## config.mk

```make
export PLATFORM = sky130hd
export DESIGN_NAME = sysclk_div_chain
export DESIGN_NICKNAME = d
export VERILOG_FILES = /design/src/rtl/clkdiv_pkg.sv /design/src/rtl/clkdiv_ratio_dec.sv /design/src/rtl/clkdiv_stage.sv /design/src/rtl/sysclk_div_chain.sv
export SDC_FILE = /design/constraint.sdc
export NUM_CORES = 1
export LEC_CHECK = 0
export ABC_AREA = 1
export CAP_MARGIN = 20
export CORE_MARGIN = 2
export CORE_UTILIZATION = 35
export CTS_CLUSTER_DIAMETER = 200
export DETAILED_ROUTE_END_ITERATION = 10
export SYNTH_ARGS = -nofsm -noshare
export SYNTH_HDL_FRONTEND = slang
export SYNTH_SLANG_ARGS = --single-unit
```

## constraint.sdc

```tcl
create_clock -name clk -period 1.8 [get_ports clk]
set_input_delay 0.27 -clock clk [delete_from_list [all_inputs] [get_ports clk]]
set_output_delay 0.27 -clock clk [all_outputs]
set_load 0.01 [all_outputs]
```

## src/rtl/clkdiv_pkg.sv

```systemverilog
package clkdiv_pkg;

    typedef enum logic [1:0] {
        ST_RESET = 2'd0,
        ST_HIGH  = 2'd1,
        ST_LOW   = 2'd2,
        ST_PASS  = 2'd3
    } div_state_t;

    // Static-bus word: positions decoded by the attached controller
    localparam int SB_LEGACY_BIT = 11;
    localparam int SB_FIELD_LSB  = 13;
    localparam int SB_FIELD_W    = 3;
    localparam int SB_CFG_W      = 16;

endpackage

```

## src/rtl/clkdiv_ratio_dec.sv

```systemverilog
module clkdiv_ratio_dec #(
    parameter int BUS_SEL_W    = 2,
    parameter int MEM_CFG_W    = 32,
    parameter int MEM_FULL_BIT = 15,
    parameter int RATIO_W      = 4
) (
    input  logic                           legacy_mode,
    input  logic [BUS_SEL_W-1:0]           bus_div_sel,
    input  logic [MEM_CFG_W-1:0]           mem_cfg,
    input  logic [clkdiv_pkg::SB_CFG_W-1:0] sbus_cfg,
    output logic [RATIO_W-1:0]             bus_ratio,
    output logic [RATIO_W-1:0]             mem_ratio,
    output logic [RATIO_W-1:0]             sb_ratio
);
    import clkdiv_pkg::*;

    localparam logic [BUS_SEL_W-1:0] BUS_RESERVED = '1;
    localparam logic [RATIO_W-1:0]   BUS_MAX_RATIO = RATIO_W'(4);

    logic [SB_FIELD_W-1:0] sb_field;

    assign sb_field = sbus_cfg[SB_FIELD_LSB +: SB_FIELD_W];

    always_comb begin
        if (bus_div_sel == BUS_RESERVED) begin
            bus_ratio = BUS_MAX_RATIO;
        end else begin
            bus_ratio = RATIO_W'(bus_div_sel) + RATIO_W'(2);
        end
    end

    assign mem_ratio = mem_cfg[MEM_FULL_BIT] ? RATIO_W'(1) : RATIO_W'(2);

    always_comb begin
        if (legacy_mode) begin
            sb_ratio = sbus_cfg[SB_LEGACY_BIT] ? RATIO_W'(5) : RATIO_W'(4);
        end else begin
            sb_ratio = RATIO_W'(sb_field) + RATIO_W'(1);
        end
    end

endmodule

```

## src/rtl/clkdiv_stage.sv

```systemverilog
module clkdiv_stage #(
    parameter int RATIO_W = 4
) (
    input  logic               clk,
    input  logic               rst,
    input  logic               adv,
    input  logic               parent_lvl,
    input  logic [RATIO_W-1:0] ratio_in,
    output logic               clk_out,
    output logic               rise_out
);
    import clkdiv_pkg::*;

    div_state_t         st_q, st_d;
    logic [RATIO_W-1:0] cnt_q, cnt_d;
    logic [RATIO_W-1:0] ratio_q, ratio_d;
    logic               rise_q, rise_d;
    logic [RATIO_W-1:0] hi_len;
    logic               period_start;

    assign hi_len = (ratio_q + RATIO_W'(1)) >> 1;

    // state register
    always_ff @(posedge clk) begin
        if (rst) begin
            st_q    <= ST_RESET;
            cnt_q   <= '0;
            ratio_q <= '0;
            rise_q  <= 1'b0;
        end else begin
            st_q    <= st_d;
            cnt_q   <= cnt_d;
            ratio_q <= ratio_d;
            rise_q  <= rise_d;
        end
    end

    // next state
    always_comb begin
        st_d         = st_q;
        cnt_d        = cnt_q;
        ratio_d      = ratio_q;
        rise_d       = 1'b0;
        period_start = 1'b0;
        unique case (st_q)
            ST_RESET: begin
                if (adv) period_start = 1'b1;
            end
            ST_HIGH: begin
                if (adv) begin
                    if (cnt_q == hi_len) st_d = ST_LOW;
                    cnt_d = cnt_q + RATIO_W'(1);
                end
            end
            ST_LOW: begin
                if (adv) begin
                    if (cnt_q == ratio_q) period_start = 1'b1;
                    else cnt_d = cnt_q + RATIO_W'(1);
                end
            end
            ST_PASS: begin
                if (adv) period_start = 1'b1;
            end
        endcase
        if (period_start) begin
            ratio_d = ratio_in;
            cnt_d   = RATIO_W'(1);
            if (ratio_in <= RATIO_W'(1)) begin
                st_d = ST_PASS;
            end else begin
                st_d   = ST_HIGH;
                rise_d = 1'b1;
            end
        end
    end

    // outputs
    always_comb begin
        unique case (st_q)
            ST_RESET: begin clk_out = 1'b0;       rise_out = 1'b0;   end
            ST_HIGH:  begin clk_out = 1'b1;       rise_out = rise_q; end
            ST_LOW:   begin clk_out = 1'b0;       rise_out = 1'b0;   end
            ST_PASS:  begin clk_out = parent_lvl; rise_out = adv;    end
        endcase
    end

endmodule

```

## src/rtl/sysclk_div_chain.sv

```systemverilog
module sysclk_div_chain #(
    parameter int BUS_SEL_W    = 2,
    parameter int MEM_CFG_W    = 32,
    parameter int MEM_FULL_BIT = 15
) (
    input  logic                 clk,
    input  logic                 rst,
    input  logic                 legacy_mode,
    input  logic [BUS_SEL_W-1:0] bus_div_sel,
    input  logic [MEM_CFG_W-1:0] mem_cfg,
    input  logic [15:0]          sbus_cfg,
    output logic                 bus_clk,
    output logic                 per_clk,
    output logic                 mem_clk,
    output logic                 sb_clk
);
    import clkdiv_pkg::*;

    localparam int SB_MAX_RATIO  = 2 ** SB_FIELD_W;
    localparam int BUS_MAX_RATIO = 2 ** BUS_SEL_W;
    localparam int MAX_RATIO     = (SB_MAX_RATIO > BUS_MAX_RATIO) ? SB_MAX_RATIO : BUS_MAX_RATIO;
    localparam int RATIO_W       = $clog2(MAX_RATIO + 2);
    localparam int NUM_STAGES    = 4;
    localparam int IDX_BUS = 0, IDX_PER = 1, IDX_MEM = 2, IDX_SB = 3;

    logic [RATIO_W-1:0] bus_ratio, mem_ratio, sb_ratio;
    logic [RATIO_W-1:0] stage_ratio [NUM_STAGES];
    logic [NUM_STAGES-1:0] stage_adv, stage_parent, stage_clk, stage_rise;

    clkdiv_ratio_dec #(
        .BUS_SEL_W   (BUS_SEL_W),
        .MEM_CFG_W   (MEM_CFG_W),
        .MEM_FULL_BIT(MEM_FULL_BIT),
        .RATIO_W     (RATIO_W)
    ) u_dec (
        .legacy_mode(legacy_mode),
        .bus_div_sel(bus_div_sel),
        .mem_cfg    (mem_cfg),
        .sbus_cfg   (sbus_cfg),
        .bus_ratio  (bus_ratio),
        .mem_ratio  (mem_ratio),
        .sb_ratio   (sb_ratio)
    );

    // Chain topology: core -> bus -> {per, mem}; per -> static bus
    assign stage_ratio[IDX_BUS] = bus_ratio;
    assign stage_ratio[IDX_PER] = RATIO_W'(2);
    assign stage_ratio[IDX_MEM] = mem_ratio;
    assign stage_ratio[IDX_SB]  = sb_ratio;

    assign stage_adv[IDX_BUS]    = 1'b1;
    assign stage_parent[IDX_BUS] = 1'b1;
    assign stage_adv[IDX_PER]    = stage_rise[IDX_BUS];
    assign stage_parent[IDX_PER] = stage_clk[IDX_BUS];
    assign stage_adv[IDX_MEM]    = stage_rise[IDX_BUS];
    assign stage_parent[IDX_MEM] = stage_clk[IDX_BUS];
    assign stage_adv[IDX_SB]     = stage_rise[IDX_PER];
    assign stage_parent[IDX_SB]  = stage_clk[IDX_PER];

    for (genvar g = 0; g < NUM_STAGES; g++) begin : g_stage
        clkdiv_stage #(.RATIO_W(RATIO_W)) u_stage (
            .clk       (clk),
            .rst       (rst),
            .adv       (stage_adv[g]),
            .parent_lvl(stage_parent[g]),
            .ratio_in  (stage_ratio[g]),
            .clk_out   (stage_clk[g]),
            .rise_out  (stage_rise[g])
        );
    end

    assign bus_clk = stage_clk[IDX_BUS];
    assign per_clk = stage_clk[IDX_PER];
    assign mem_clk = stage_clk[IDX_MEM];
    assign sb_clk  = stage_clk[IDX_SB];

endmodule

```

==> summary.txt <==
Finish
  • Final-stage net count: 432
  • Fin util: 43.7%
  • Layout cells sized above 1: 22.4%
  • Final Instance Count excl. Fillers: 437
  • Area Overhead vs Synth: 22.1%
  • Design Area, Final: 2940 um2
  • Diode count: 0

Critical path
  • Cell Chain, Critical Path: ha_2, inv_2, nand2_8, nand2_2, o31ai_4, buf_4, clkdlybuf4s15_2
  • CP Buf/Inv Count: 3
  • Slowest Stage Delay on Critical Path: ~0.36 ns
  • Data arrival, critical path: ~1.5 ns
  • Worst Setup Start Kind: flip-flop
  • CP Class: flip-flop to primary output
  • Worst path slowest cell: dfxtp_4
  • Nature of the critical path endpoint: primary output
  • CP top delay family: buffers and inverters
  • Critical path required time: roughly 1.5 ns
  • Worst-path maximum fanout: 3

Global route
  • GRT Total Usage: about an eighth
  • Vias in the first global route: around 1900
  • GRT overflow: 0
  • Antenna violations before repair: 0
  • Largest net degree at the start of global routing: 12
  • First-pass GRT wire length: 8050 um

Floorplan
  • Placeable Area: 6720 um2
  • Die Footprint: 7550 um2
  • Die width: 86.9 um
  • I/O Pins: 57
  • Initial cell density of the core: a little over a third
  • # rows: 30
  • DIE HEIGHT: 86.9 um

Clock network
  • Sink Count: 36
  • CTS tree: built
  • Latest clock arrival within the worst-skew pair: 0.29 ns
  • Max Root-Sink Buffers: 2
  • # hold bufs at CTS: 0
  • H-tree depth: 2
  • CTS Buf Count: 5
  • Root Driver: clkbuf_8
  • Clock Pin Slew Worst Setup and Hold Paths: 0.07 ns

Route
  • DRT Wirelength: 4730 um
  • Starting DRT DRC Count: 85
  • Initial DRT Pass Iterations: 5
  • DR WL/cell: 10.8 um
  • Vias: ~2100
  • Residual DRC: 0
  • ANT nets after route: 0
  • Vias/cell: just under 5

Timing
  • Fmax: 0.580 GHz
  • Worst relative slew slack: 81.7%
  • Slew Viols, Final: 0
  • Actual slew at the worst max-slew pin: 0.274 ns
  • Final min period: 1.72 ns
  • Final setup viols: 0
  • Final hold vios: 0
  • RSZ-0062 raised after global routing: yes
  • Worst Skew: a little over 0.004 ns
  • Final period util: 95.7%

Yosys
  • YS warnings: 0
  • Cell with the most instances after synthesis: nand2_1
  • Register area share after synthesis: between 20 and 30%
  • Library cells used by synthesis: 36
  • Post-synth top cells: nand2_1 (66), dfxtp_1 (36), nor2_1 (32)
  • EDFF count, synth: 0
  • #FFs+latches synth: 36
  • Synth top area cells: dfxtp_1 (30%), ha_1 (12%), nand2_1 (10%), nand3_1 (5.8%), xnor2_1 (5.1%)
  • Avg Cell Area, Syn: 7.42 um2
  • Syn Nets: 400
  • Post-Synthesis Cell Area: 2400 um2
  • Share of the synthesized area in the top cell type: 30.0%
  • Synth area leader: dfxtp_1
  • Top FF cell, synth: dfxtp_1
  • Syn Inst Count: 324
  • FFs w/ async S/R, synth: 0%

Hold path
  • HP Class: flip-flop to flip-flop

Power
  • Max IR drop VDD: 839 uV
  • Pwr Density: ~1400 nW/um2
  • Total Power: 4.06 mW
  • Leakage dissipation: 1.20 nW

Flow run
  • Max cap viols: 0

Place
  • Placed cell count: 429
  • Post-DP HPWL: ~3600 um
  • Port Buffers: 13
  • Placer Congestion: 0.825
  • Placed instance area: roughly 2700 um2

Outcome
  • Outcome: complete, no violations
## final timing paths
kind / startpoint / slack [ns] / depth (start not counted) / end
hold reg to reg: g_stage[1].u_stage.cnt_q[3] / 0.49 / 2 / g_stage[1].u_stage.cnt_q[3]
setup reg to reg: g_stage[1].u_stage.st_q[1] / 0.11 / 9 / g_stage[3].u_stage.ratio_q[2]
hold / removal: g_stage[1].u_stage.cnt_q[3] / 0.49 / 2 / g_stage[1].u_stage.cnt_q[3]
setup / recovery: g_stage[0].u_stage.st_q[0] / 0.08 / 7 / per_clk
## state kept, by name (all words and copies together), names as in the netlist
signal / count
g_stage.u_stage.rise_q: 2
g_stage.u_stage.ratio_q: 10
g_stage.u_stage.st_q: 8
g_stage.u_stage.cnt_q: 16
## layout by cell type (no fill, tap or decap), types with 4 or more instances in the layout
master | Yosys | final
a21oi_1 | 20 | 20
buf_4 | 0 | 15
clkbuf_8 | 0 | 7
clkdlybuf4s50_1 | 0 | 9
dfxtp_1 | 36 | 31
ha_1 | 23 | 18
inv_1 | 31 | 27
inv_2 | 3 | 7
nand2_1 | 66 | 65
nand2_2 | 8 | 9
nand2_4 | 4 | 4
nand3_1 | 28 | 28
nand4_1 | 8 | 8
nor2_1 | 32 | 32
o21ai_0 | 6 | 6
o21ai_1 | 7 | 6
or2_2 | 4 | 4
xnor2_1 | 14 | 14
xor2_1 | 5 | 5
## worst min-delay path, delay by kind of cell, from the launching register on
kind / cells / cell delay, ns
AO/OA/AOI/OAI: 2 / 0.13
flip-flops: 1 / 0.32
## report_power, final
group	internal [mW]	total [mW]	leakage [nW]	switching, mW
sequential	1.00	1.22	0.296	0.214
clock	0.489	0.785	0.0645	0.296
combinational	0.872	2.06	0.839	1.19
total	2.36	4.06	1.20	1.70
## area by class of cell
type | count | area [um2]
fillers | 679 | 3780
clock inverters | 1 | 30.0
flip-flops and latches | 36 | 734
multi-input cells | 248 | 1600
inverters | 37 | 144
clock buffers | 7 | 96.3
well taps | 80 | 100
repair buffers | 28 | 233
## per-layer routing
metal	track usage (%)	up-vias	wire [um]
li1	-	1118	-
met1	17.3	950	2360
met2	21.2	25	2160
met3	3.13	6	159
met4	4.40	0	52
met5	0	-	0
## kinds of logic (layout without fill, tap and decap cells)
family / count (synthesis) / after routing / share of synthesized area, %
compound gates: 41 / 41 / 9.52
xor+xnor: 19 / 19 / 6.92
fa+ha+maj: 23 / 23 / 12.0
buf+inv: 40 / 73 / 6.56
flops: 36 / 36 / 30.0
simple gates: 165 / 165 / 35.1
## per-stage QoR
stage               setup TNS (ns)  setup slack (ns)  hold slack, ns
global placement            -0.325            -0.197           0.475
detailed placement          -0.326            -0.196           0.487
floorplan                        0             0.256           0.339
CTS                        -0.0532           -0.0532           0.497
global route               -0.0303           -0.0303           0.506
finish                           0            0.0765           0.489
## repair_timing
item	in CTS	in global routing
resized for setup	21	17
gates cloned	0	0
endpoints found under the setup margin	4	5
setup buffers	1	0
pin swaps	1	2
Note: power is estimated with default switching activity, not from simulation.
